**config.mk**
```make
export PLATFORM = sky130hd
export DESIGN_NAME = brskip_unit
export DESIGN_NICKNAME = d
export VERILOG_FILES = /design/src/rtl/brskip_pkg.sv /design/src/rtl/brskip_cond.sv /design/src/rtl/brskip_target.sv /design/src/rtl/brskip_unit.sv
export SDC_FILE = /design/constraint.sdc
export NUM_CORES = 1
export LEC_CHECK = 0
export ABC_AREA = 1
export BUFFER_PORTS_ARGS = -buffer_cell sky130_fd_sc_hd__buf_2
export CELL_PAD_IN_SITES_DETAIL_PLACEMENT = 0
export CELL_PAD_IN_SITES_GLOBAL_PLACEMENT = 2
export CORE_MARGIN = 1
export CORE_UTILIZATION = 28
export CTS_CLUSTER_SIZE = 28
export DETAILED_ROUTE_END_ITERATION = 6
export PLACE_DENSITY_LB_ADDON = 0.1
export SETUP_SLACK_MARGIN = 0.15
export SLEW_MARGIN = 20
export SYNTH_ARGS = -nofsm -noshare
export SYNTH_HDL_FRONTEND = slang
export SYNTH_SLANG_ARGS = --single-unit
```
**constraint.sdc**
```tcl
create_clock -name clk -period 0.93 [get_ports clk]
set_input_delay 0.186 -clock clk [delete_from_list [all_inputs] [get_ports clk]]
set_output_delay 0.186 -clock clk [all_outputs]
set_load 0.02 [all_outputs]
```
**src/rtl/brskip_pkg.sv**
```systemverilog
package brskip_pkg;

    typedef enum logic [2:0] {
        OP_NONE     = 3'd0,
        OP_BRANCH   = 3'd1,
        OP_JUMP     = 3'd2,
        OP_SKEQ     = 3'd3,
        OP_SKRB_CLR = 3'd4,
        OP_SKRB_SET = 3'd5,
        OP_SKIO_CLR = 3'd6,
        OP_SKIO_SET = 3'd7
    } op_e;

    typedef enum logic [2:0] {
        ST_IDLE     = 3'd0,
        ST_FALL     = 3'd1,
        ST_TAKEN    = 3'd2,
        ST_SKIP_ONE = 3'd3,
        ST_SKIP_TWO = 3'd4
    } state_e;

endpackage

```
**src/rtl/brskip_cond.sv**
```systemverilog
module brskip_cond
    import brskip_pkg::*;
(
    input  logic [2:0] op_kind,
    input  logic [7:0] sreg,
    input  logic [2:0] flag_sel,
    input  logic       flag_pol,
    input  logic [7:0] rd_val,
    input  logic [7:0] rr_val,
    input  logic [2:0] bit_sel,
    input  logic [7:0] io_val,
    output logic       is_rel,
    output logic       is_skip,
    output logic       short_off,
    output logic       cond_hit
);

    always_comb begin
        is_rel    = 1'b0;
        is_skip   = 1'b0;
        short_off = 1'b0;
        cond_hit  = 1'b0;
        unique case (op_e'(op_kind))
            OP_NONE: begin
                cond_hit = 1'b0;
            end
            OP_BRANCH: begin
                is_rel    = 1'b1;
                short_off = 1'b1;
                cond_hit  = (sreg[flag_sel] == flag_pol);
            end
            OP_JUMP: begin
                is_rel   = 1'b1;
                cond_hit = 1'b1;
            end
            OP_SKEQ: begin
                is_skip  = 1'b1;
                cond_hit = (rd_val == rr_val);
            end
            OP_SKRB_CLR: begin
                is_skip  = 1'b1;
                cond_hit = ~rd_val[bit_sel];
            end
            OP_SKRB_SET: begin
                is_skip  = 1'b1;
                cond_hit = rd_val[bit_sel];
            end
            OP_SKIO_CLR: begin
                is_skip  = 1'b1;
                cond_hit = ~io_val[bit_sel];
            end
            OP_SKIO_SET: begin
                is_skip  = 1'b1;
                cond_hit = io_val[bit_sel];
            end
        endcase
    end

endmodule

```
**src/rtl/brskip_target.sv**
```systemverilog
module brskip_target #(
    parameter int PC_W      = 16,
    parameter int BR_OFF_W  = 7,
    parameter int JMP_OFF_W = 12
) (
    input  logic [PC_W-1:0]      pc,
    input  logic [JMP_OFF_W-1:0] off,
    input  logic                 short_off,
    output logic [PC_W-1:0]      tgt_rel,
    output logic [PC_W-1:0]      pc_p1,
    output logic [PC_W-1:0]      pc_p2,
    output logic [PC_W-1:0]      pc_p3
);

    localparam int EXT_W = (PC_W > JMP_OFF_W) ? PC_W : JMP_OFF_W;

    logic signed [BR_OFF_W-1:0]  br_s;
    logic signed [JMP_OFF_W-1:0] jmp_s;
    logic [EXT_W-1:0]            br_ext;
    logic [EXT_W-1:0]            jmp_ext;
    logic [EXT_W-1:0]            pc_ext;
    logic [EXT_W-1:0]            sum;

    assign br_s    = off[BR_OFF_W-1:0];
    assign jmp_s   = off;
    assign br_ext  = EXT_W'(br_s);
    assign jmp_ext = EXT_W'(jmp_s);
    assign pc_ext  = EXT_W'(pc);

    always_comb begin
        sum = pc_ext + (short_off ? br_ext : jmp_ext) + EXT_W'(1);
    end

    assign tgt_rel = sum[PC_W-1:0];
    assign pc_p1   = pc + PC_W'(1);
    assign pc_p2   = pc + PC_W'(2);
    assign pc_p3   = pc + PC_W'(3);

endmodule

```
**src/rtl/brskip_unit.sv**
```systemverilog
module brskip_unit
    import brskip_pkg::*;
#(
    parameter int PC_W      = 16,
    parameter int BR_OFF_W  = 7,
    parameter int JMP_OFF_W = 12
) (
    input  logic                 clk,
    input  logic                 rst_n,
    input  logic                 op_valid,
    input  logic [2:0]           op_kind,
    input  logic [PC_W-1:0]      pc,
    input  logic [JMP_OFF_W-1:0] off,
    input  logic [7:0]           sreg,
    input  logic [2:0]           flag_sel,
    input  logic                 flag_pol,
    input  logic [7:0]           rd_val,
    input  logic [7:0]           rr_val,
    input  logic [2:0]           bit_sel,
    input  logic [7:0]           io_val,
    input  logic                 next_two_word,
    output logic                 res_valid,
    output logic                 taken,
    output logic [PC_W-1:0]      next_pc,
    output logic [1:0]           cycles
);

    logic            is_rel;
    logic            is_skip;
    logic            short_off;
    logic            cond_hit;
    logic [PC_W-1:0] tgt_rel;
    logic [PC_W-1:0] pc_p1;
    logic [PC_W-1:0] pc_p2;
    logic [PC_W-1:0] pc_p3;
    logic [PC_W-1:0] pc_q;
    state_e          st_q;
    state_e          st_nx;

    brskip_cond i_cond (
        .op_kind  (op_kind),
        .sreg     (sreg),
        .flag_sel (flag_sel),
        .flag_pol (flag_pol),
        .rd_val   (rd_val),
        .rr_val   (rr_val),
        .bit_sel  (bit_sel),
        .io_val   (io_val),
        .is_rel   (is_rel),
        .is_skip  (is_skip),
        .short_off(short_off),
        .cond_hit (cond_hit)
    );

    brskip_target #(
        .PC_W     (PC_W),
        .BR_OFF_W (BR_OFF_W),
        .JMP_OFF_W(JMP_OFF_W)
    ) i_target (
        .pc       (pc),
        .off      (off),
        .short_off(short_off),
        .tgt_rel  (tgt_rel),
        .pc_p1    (pc_p1),
        .pc_p2    (pc_p2),
        .pc_p3    (pc_p3)
    );

    // transition selection
    always_comb begin
        st_nx = ST_IDLE;
        if (op_valid) begin
            if (is_skip) begin
                if (!cond_hit) begin
                    st_nx = ST_FALL;
                end else if (next_two_word) begin
                    st_nx = ST_SKIP_TWO;
                end else begin
                    st_nx = ST_SKIP_ONE;
                end
            end else if (is_rel) begin
                st_nx = cond_hit ? ST_TAKEN : ST_FALL;
            end
        end
    end

    // state register
    always_ff @(posedge clk or negedge rst_n) begin
        if (!rst_n) begin
            st_q <= ST_IDLE;
        end else begin
            st_q <= st_nx;
        end
    end

    // next address register, chosen by the incoming state
    always_ff @(posedge clk or negedge rst_n) begin
        if (!rst_n) begin
            pc_q <= '0;
        end else begin
            unique case (st_nx)
                ST_IDLE:     pc_q <= '0;
                ST_FALL:     pc_q <= pc_p1;
                ST_TAKEN:    pc_q <= tgt_rel;
                ST_SKIP_ONE: pc_q <= pc_p2;
                ST_SKIP_TWO: pc_q <= pc_p3;
                default:     pc_q <= '0;
            endcase
        end
    end

    // outputs decoded from the state
    always_comb begin
        res_valid = 1'b1;
        taken     = 1'b0;
        cycles    = 2'd0;
        unique case (st_q)
            ST_IDLE: begin
                res_valid = 1'b0;
            end
            ST_FALL: begin
                cycles = 2'd1;
            end
            ST_TAKEN: begin
                taken  = 1'b1;
                cycles = 2'd2;
            end
            ST_SKIP_ONE: begin
                taken  = 1'b1;
                cycles = 2'd2;
            end
            ST_SKIP_TWO: begin
                taken  = 1'b1;
                cycles = 2'd3;
            end
            default: begin
                res_valid = 1'b0;
            end
        endcase
    end

    assign next_pc = pc_q;

endmodule

```
==> impl_metrics.json, run 1 <==
{
  "n_antenna_cell": 0,
  "drt-met1-wl_mm": 5.12,
  "synth_compound_area_share_pct": 6.99,
  "grt_max_degree": 20,
  "required_ns": 1.13,
  "syn_inst": 459,
  "drtPass1Iterations": 4,
  "synth_area_um2": 3040,
  "synth_area_per_cell_um2": 6.63,
  "min_period_over_period_pct": 248,
  "ios": 94,
  "drive_above_1_share_pct": 50.2,
  "finalHoldViolCount": 0,
  "worstPathArrival_ns": 2.51,
  "yosys.area_share.simple_pct": 42.7,
  "placed_cells": 768,
  "syn_nets": 552,
  "final_area_um2": 5100,
  "synthAdderAreaFrac_pct": 8.30,
  "slew_violations": 0,
  "maxCapViolCount": 0,
  "hold_depth": 4,
  "worstHoldStart": "pc[0]",
  "switching_power_uw": 1700,
  "seqPwrFrac_pct": 22.8,
  "placed_area_um2": 4380,
  "setup_slack_ns": -1.38,
  "clock_path_buffers": 2,
  "ant_nets": 0,
  "cts_buffers": 3,
  "grt_pass1_vias": 3365,
  "numPortBuffers": 93,
  "rsz0062_at_grt": "true",
  "nets": 750,
  "place_congestion": 0.783,
  "synth_ff_type": "dfrtp_1",
  "antenna_found_initial": 0,
  "synthArstFlopShare_pct": 100,
  "place_hpwl_mm": 8.12,
  "violations": "negative setup slack",
  "fmax_mhz": 433,
  "period_needed_ns": 2.31,
  "synth_top_family_by_area": "simple AND/OR/NAND/NOR gates",
  "pre_cts_ws_ns": -1.98,
  "hold_path.class": "in -> reg",
  "coreArea_um2": 10400,
  "grt_overflow": 0,
  "vias_per_cell": 4.45,
  "dieArea_um2": 11300,
  "path_class": "in -> reg",
  "synth.distinct_cells": 35,
  "top_layer_used": "met4",
  "max_slew_margin_pct": 82.0,
  "ys_seq_elements": 19,
  "status": "finished, violations left",
  "htree_num_levels": 1,
  "die_h_um": 106,
  "drtIter0Drc": 94,
  "p_per_area_nw_per_um2": 835,
  "worst_pin_slew_ns": 0.271,
  "cp_max_fo": 8,
  "power_frac_comb_pct": 63.6,
  "cp-end-kind": "register",
  "synth_seq_area_share_pct": 15.6,
  "rows": 37,
  "setup_viol": 39,
  "synth_edf_count": 0,
  "cts_tree": "done",
  "routed-wl-met3_um": 420,
  "yosysWarnings": 0,
  "p_int_uw": 2570,
  "cp-start-kind": "input pin",
  "wl_per_cell_um": 12.5,
  "cts.sinks": 19,
  "drcViolationCount": 0,
  "drt-total-wl_mm": 9.87,
  "syn_to_final_growth_pct": 67.7,
  "met2WireLength_mm": 4.32,
  "dieWidth_um": 106,
  "vias": 3523,
  "ir_worst_vdd_uv": 722,
  "start_util_pct": 29.2,
  "min_to": "next_pc[0]",
  "clockPowerShare_pct": 13.6,
  "swShare_pct": 39.8,
  "synth_xor_area_share_pct": 12.4,
  "clk_pin_slew_ns": 0.08,
  "clock-root-buffer": "clkbuf_8",
  "grtUsageTotal_pct": 17.6,
  "synthMuxAreaShare_pct": 0,
  "instances_no_fill": 792,
  "grt_first_pass_wirelength_mm": 16.0,
  "leakage_uw": 0.00278
}
[worst max-delay path by stage]
stage	cells after the start	from	to
2_1_floorplan	24	bit_sel[0]	next_pc[15]
3_3_place_gp	23	bit_sel[0]	next_pc[15]
3_5_place_dp	23	bit_sel[0]	next_pc[15]
4_1_cts	24	bit_sel[0]	next_pc[15]
5_1_grt	24	bit_sel[0]	next_pc[15]
6_report	22	bit_sel[0]	next_pc[15]
[cells in the final DEF, fill, tap and decap left out, types with 6 or more instances in the layout]
cell type,count
buf_12,6
nor2_1,22
inv_2,12
ha_1,12
dfrtp_1,19
nand2_1,75
buf_4,94
buf_2,65
xnor2_1,11
xor2_1,31
nand3b_1,13
nand3_2,37
nor2_4,7
nand2_2,30
nand3_1,13
a21oi_1,14
nand4_1,26
buf_6,34
inv_1,68
[synthesized netlist by cell type (2+ instances only)]
cell type	number	share of area, %
o21ai_0	14	2.3
nand2_2	13	2.7
nand3b_1	13	3.2
ha_1	17	7.0
nor3_1	6	0.99
xor2_1	31	8.9
nand3_2	25	8.2
o21bai_1	3	0.74
a21oi_1	16	2.6
nand4_1	26	5.3
nor2_1	31	3.8
nand3_1	26	4.3
inv_2	3	0.37
buf_2	2	0.33
inv_1	80	9.9
dfrtp_1	19	16
nand2_1	97	12
inv_6	2	0.58
xnor2_1	12	3.5
nor2_2	2	0.41
o31ai_1	2	0.49
fa_1	2	1.3
buf_6	2	0.74
buf_4	3	0.74
buf_12	2	1.3
[sequential cells by signal, summed over array words and instances (netlist names)]
register,cells
next_pc,16
st_q,3
[routing by layer]
layer	up-vias	track usage (%)
li1	1876	-
met1	1571	27.2
met2	74	27.5
met3	2	0.920
met4	0	1.79
met5	-	0
[worst max-delay path: stages]
cell and delay (ns):
buf_12 0.11, inv_8 0.07, nand2_1 0.06, nand3_2 0.08
nand3_2 0.10, nand3_2 0.08, nand2_2 0.07, nor2_4 0.11
nand3_2 0.08, inv_2 0.07, nor2_4 0.04, nand2_4 0.09
inv_4 0.04, ha_4 0.25, a21oi_2 0.05, or2_4 0.24
nor2_4 0.16, nand3_2 0.12, nor2_2 0.14, xor2_1 0.15
nand4_1 0.11, nand3_2 0.08
[what timing repair did]
action	4_1_cts	5_1_grt
hold buffers	1	0
pin swaps	48	33
endpoints found under the setup margin	39	58
resized for setup	105	47
gates cloned	1	0
endpoints found under the hold margin	19	0
buffers inserted	11	7
[cell type report]
class / instances / area, um2
Clock buffer: 4 / 45.0
Fill cell: 1073 / 5310
Inverter: 85 / 342
Multi-Input combinational cell: 345 / 2480
Sequential cell: 19 / 475
Tap cell: 136 / 170
Timing Repair Buffer: 203 / 1590
[power by group through the flow]
| stage | registers (uW) | logic [uW] | clock network, uW |
|---|---|---|---|
| floorplan | 1080 | 1190 | 0 |
| global placement | 966 | 2260 | 0 |
| detailed placement | 968 | 2270 | 0 |
| CTS | 974 | 2600 | 595 |
| global route | 980 | 2980 | 625 |
| finish | 974 | 2710 | 578 |
[logic make-up (layout without fill, tap and decap cells)]
| family | count (synthesis) | after routing |
|---|---|---|
| adder cells (fa/ha/maj) | 19 | 19 |
| XOR/XNOR | 43 | 43 |
| AO/OA/AOI/OAI | 38 | 38 |
| flip-flops | 19 | 19 |
| buffers and inverters | 95 | 292 |
| AND/OR/NAND/NOR | 245 | 245 |
[through the flow]
stage	power (uW)	hold WS [ns]	setup TNS (ns)	utilization [%]
2_1_floorplan	2270	-0.110	-21.57	-
3_3_place_gp	3220	0.142	-28.76	42.0
3_5_place_dp	3240	0.153	-29.81	42.0
4_1_cts	4170	0.306	-22.62	46.9
5_1_grt	4580	0.351	-26.08	49.0
6_report	4260	0.316	-22.49	49.0
No activity file was read; power rests on OpenSTA's default activity.
==> run 2: changes to the inputs <==
- BUFFER_PORTS_ARGS: -buffer_cell sky130_fd_sc_hd__buf_2 -> unset
- CORE_UTILIZATION: 28 -> 34
- DONT_BUFFER_PORTS: unset -> 1
==> run 2 against run 1 <==
Against the previous run:
- the flow still finishes with violations (negative setup slack)
- global-route usage increased by 1.7 points
- sequential share of layout area increased by 2.5 points
- via count decreased by 12%
- sequential power increased by 12%
- clock-buffer cell count decreased by 1
- clock power decreased by 3.8%
- first-iteration DRC count increased by 14%
- flip-flop and latch count unchanged
- largest cell class unchanged
==> impl_metrics.json, run 2 (synthesis gave the netlist of run 1 again) <==
{
  "vias_per_cell": 4.86,
  "worstPathArrival_ns": 2.39,
  "rows": 34,
  "cp_max_fo": 5,
  "antenna_found_initial": 0,
  "placed_area_um2": 3660,
  "grt_max_degree": 21,
  "dieArea_um2": 9340,
  "path_cells": "inv_2 > or2_0 > nand2_1 > nand3_2 > nand3b_1 > nand3_2 > nand3_2 > inv_2 > nor2_4 > nand2_2 > buf_4 > fa_2 > nor2_4 > nand3_4 > buf_4 > buf_6 > xor2_1 > nand4_1 > nand3_2",
  "numPortBuffers": 0,
  "clock_path_buffers": 2,
  "drt-total-wl_mm": 9.07,
  "drtIter0Drc": 107,
  "start_util_pct": 35.1,
  "critPathBufInv": 5,
  "drive_above_1_share_pct": 37.0,
  "met2WireLength_mm": 4.46,
  "syn_to_final_growth_pct": 35.5,
  "clk_pin_slew_ns": 0.07,
  "finalHoldViolCount": 0,
  "max_slew_margin_pct": 46.7,
  "grtUsageTotal_pct": 19.3,
  "largest_reg_flops": 16,
  "coreArea_um2": 8680,
  "final_util_pct": 47.5,
  "die_h_um": 96.6,
  "cp-start-kind": "input pin",
  "fmax_mhz": 444,
  "grt_overflow": 0,
  "place_hpwl_mm": 7.48,
  "clock-root-buffer": "clkbuf_8",
  "vias": 3099,
  "slew_violations": 0,
  "wl_per_cell_um": 14.2,
  "grt_pass1_vias": 3126,
  "final_common_cell": "nand2_1",
  "required_ns": 1.07,
  "maxCapViolCount": 0,
  "dieWidth_um": 96.6,
  "hold_ws_ns": 0.00406,
  "path_common_cell": "nand3_2",
  "layout_common_cells": "76 x nand2_1, 68 x inv_1, 68 x buf_4",
  "drtPass1Iterations": 4,
  "slowest_delay_ns": 0.36,
  "drcViolationCount": 0,
  "place_congestion": 0.849,
  "cts_buffers": 3,
  "violations": "negative setup slack",
  "cp_num_cells": 19,
  "setup_viol": 23,
  "ant_nets": 0,
  "drt-met1-wl_mm": 4.19,
  "tns_ns": -20.20,
  "top_layer_used": "met4",
  "min_period_over_period_pct": 242,
  "critPathSlowestCell": "fa_2",
  "routed-wl-met3_um": 337,
  "hold_path.class": "in -> async",
  "setup_slack_ns": -1.32,
  "grt_first_pass_wirelength_mm": 14.7,
  "nets": 624,
  "cts.sinks": 19,
  "period_needed_ns": 2.25,
  "cts_tree": "done",
  "worst_pin_slew_ns": 0.798,
  "cp-end-kind": "register",
  "final_area_um2": 4120,
  "rsz0062_at_grt": "true",
  "n_antenna_cell": 0,
  "status": "finished, violations left",
  "ir_worst_vdd_uv": 413,
  "leakage_uw": 0.00218,
  "htree_num_levels": 1,
  "p_per_area_nw_per_um2": 855,
  "pre_cts_ws_ns": -1.75,
  "fill_cells": 913,
  "ios": 94,
  "path_class": "in -> reg",
  "critPathTopFamily": "simple AND/OR/NAND/NOR gates"
}
==> run 2: changes by cell type in the layout (fill, tap and decap cells not counted), moves of 5 or more <==
cell | before | now
buf_6 | 34 | 4
buf_2 | 65 | 0
nor2_1 | 22 | 27
inv_2 | 12 | 7
buf_4 | 94 | 68
dfrtp_2 | 0 | 8
dfrtp_1 | 19 | 11
==> run 2: final timing paths <==
check,startpoint,end,slack (ns)
max in group asynchronous,rst_n,next_pc[8],0.38
worst max-delay path,flag_sel[0],next_pc[6],-1.32
min in group clk,op_valid,st_q[0],0.05
worst min-delay path,rst_n,next_pc[15],0.004
==> run 2: repair_timing <==
action	4_1_cts	5_1_grt
pin swaps	37	41
endpoints found under the setup margin	39	58
cloned	2	0
buffers inserted	4	4
hold endpoints to repair	19	0
hold buffers	1	0
gates resized for setup	50	47
==> run 2: power breakdown <==
part | leakage, uW | internal [uW] | switching, uW
combinational | 0.00191 | 878 | 996
sequential | 0.000236 | 932 | 163
clock | 0.0000255 | 298 | 258
total | 0.00218 | 2110 | 1420
==> run 2: final cells by class <==
type	instances	area, um2	area share, %
tap	108	135	3.28
inverter	85	373	9.04
multi-input combinational	345	2420	58.7
clock inverter	1	5.00	0.121
clock buffer	3	41.3	1.00
timing repair buffer	77	663	16.1
sequential	19	485	11.8
==> run 2: layer usage <==
layer  vias up  global-route usage, %
met4         0                   3.56
met3         7                   1.81
li1       1617                      -
met5         -                      0
met2        82                   34.7
met1      1393                   25.1
==> run 2: through the flow <==
stage	instances	power, uW
3_5_place_dp	623	2760
3_3_place_gp	623	2750
2_1_floorplan	459	2270
6_report	638	3520
4_1_cts	634	3480
5_1_grt	638	3810
==> run 3: changes to the inputs <==
- REMOVE_ABC_BUFFERS: unset -> 1
- SLEW_MARGIN: 20 -> 30
==> run 3 against run 2 <==
Against the previous run:
- largest power group unchanged
- sequential share of layout area increased by 0.14 points
- maximum frequency up 0.14%
- first-iteration DRC count down 52%
- clock power grew 1%
- highest routed layer unchanged
- critical path depth is 5 higher
- total power hardly changed
- setup slack better by 0.0032 ns
- the flow finishes with violations (negative hold slack, negative setup slack)
- cell count unchanged
- global-route usage is 0.43 points lower
- non-clock buffer count is 1 lower
- design area decreased by 2.2%
- critical path type unchanged
- utilization down 1.0 points
==> impl_metrics.json, run 3 (synthesis gave the netlist of run 1 again) <==
{
  "cp_max_fo": 9,
  "final_common_cell": "nand2_1",
  "place_congestion": 0.837,
  "clk_pin_slew_ns": 0.07,
  "placed_cells": 619,
  "p_per_area_nw_per_um2": 874,
  "grt_first_pass_wirelength_mm": 14.6,
  "hold_ws_ns": -0.144,
  "drtIter0Drc": 51,
  "finalHoldViolCount": 19,
  "min_period_over_period_pct": 242,
  "worst_pin_slew_ns": 0.411,
  "fill_cells": 941,
  "final-seq-area_um2": 480,
  "cp-start-kind": "input pin",
  "dieWidth_um": 96.6,
  "rows": 34,
  "largest_reg_flops": 16,
  "vias": 3107,
  "drcViolationCount": 0,
  "htree_num_levels": 1,
  "wl_per_cell_um": 13.5,
  "cts_tree": "done",
  "drive_above_1_share_pct": 34.3,
  "ant_nets": 0,
  "n_antenna_cell": 0,
  "final_area_um2": 4030,
  "critPathSlowestCell": "buf_4",
  "required_ns": 1.05,
  "ios": 94,
  "path_common_cell": "buf_6",
  "start_util_pct": 35.1,
  "placed_area_um2": 3570,
  "instances_no_fill": 638,
  "final_util_pct": 46.5,
  "drtPass1Iterations": 4,
  "grtUsageTotal_pct": 18.8,
  "slowest_delay_ns": 0.15,
  "max_slew_margin_pct": 72.6,
  "ir_worst_vdd_uv": 456,
  "cp-end-kind": "register",
  "clock-root-buffer": "clkbuf_8",
  "dieArea_um2": 9340,
  "setup_viol": 23,
  "setup_slack_ns": -1.32,
  "drt-total-wl_mm": 8.63,
  "layout_common_cells": "82 x nand2_1, 66 x inv_1, 63 x buf_4",
  "leakage_uw": 0.00213,
  "antenna_found_initial": 0,
  "numPortBuffers": 0,
  "status": "finished, violations left",
  "cts_buffers": 3,
  "tns_ns": -22.89,
  "cts.sinks": 19,
  "slew_violations": 0,
  "grt_overflow": 0,
  "worstPathArrival_ns": 2.37,
  "die_h_um": 96.6,
  "grt_pass1_vias": 3150,
  "place_hpwl_mm": 7.16,
  "clock_path_buffers": 2,
  "nets": 624,
  "coreArea_um2": 8680,
  "grt_max_degree": 21,
  "hold_path.class": "in -> async",
  "syn_to_final_growth_pct": 32.5,
  "maxCapViolCount": 0,
  "rsz0062_at_grt": "true",
  "hold_buffers": 1,
  "path_cells": "inv_16 > nand2_2 > nand2_2 > nand2_2 > nand3_2 > nand2_1 > nand2_1 > nand2_1 > nor2_2 > nand3_2 > buf_4 > buf_6 > buf_4 > buf_4 > buf_4 > buf_6 > buf_6 > buf_6 > buf_6 > buf_6 > nand4_4 > clkinv_4 > nand2_1 > nand3_1",
  "multi_input_area_um2": 2360,
  "path_class": "in -> reg",
  "fmax_mhz": 444,
  "violations": "negative hold slack, negative setup slack",
  "period_needed_ns": 2.25,
  "power_uw": 3530,
  "vias_per_cell": 4.87
}
## run 3: cell count changes in the layout (fill, tap and decap cells not counted), sizes merged
cell          before  now
dlymetal6s2s       1    0
clkbuf             3    4
## run 3: path summary, 6_finish.rpt
kind	from	to	depth (start not counted)
max in group asynchronous	rst_n	next_pc[8]	1
worst max-delay path	bit_sel[0]	next_pc[7]	24
worst min-delay path	rst_n	st_q[1]	1
min in group clk	op_valid	st_q[0]	2
## run 3: layout make-up
| type | instances | share of cell area, % |
|---|---|---|
| clock buffer | 4 | 1.12 |
| multi-input combinational | 345 | 58.6 |
| inverter | 85 | 9.06 |
| tap | 108 | 3.35 |
| timing repair buffer | 76 | 15.7 |
| timing repair inverter | 1 | 0.217 |
| sequential | 19 | 11.9 |
## run 3: per-stage QoR
step	worst slack, ns	hold slack, ns
after floorplan	-1.52	-0.110
after global placement	-1.68	-0.109
after detailed placement	-1.72	-0.109
after CTS	-1.26	0.0630
after global routing	-1.43	-0.0987
final	-1.32	-0.144
## run 3: what timing repair did
action,4_1_cts,5_1_grt
pin swaps,29,43
resized for setup,53,45
buffers inserted,11,2
setup endpoints to repair,39,39
gates cloned,0,1
endpoints found under the hold margin,19,19
## run 3: layer usage
metal / global-route usage (%) / vias up / part of all wire (%)
met5: 0 / - / 0
met4: 3.90 / 0 / 0.39
met3: 1.45 / 2 / 2.7
met2: 34.0 / 62 / 50
met1: 24.4 / 1418 / 46
li1: - / 1625 / -
## run 3: where the power goes
part | internal (uW) | switching (uW)
Combinational | 899 | 989
Sequential | 927 | 150
Clock | 304 | 258
## run 3: worst max-delay path, delay by kind of cell
family                 cells  cell delay, ns
and+or+nand+nor           12            0.87
buffers and inverters     12            1.30
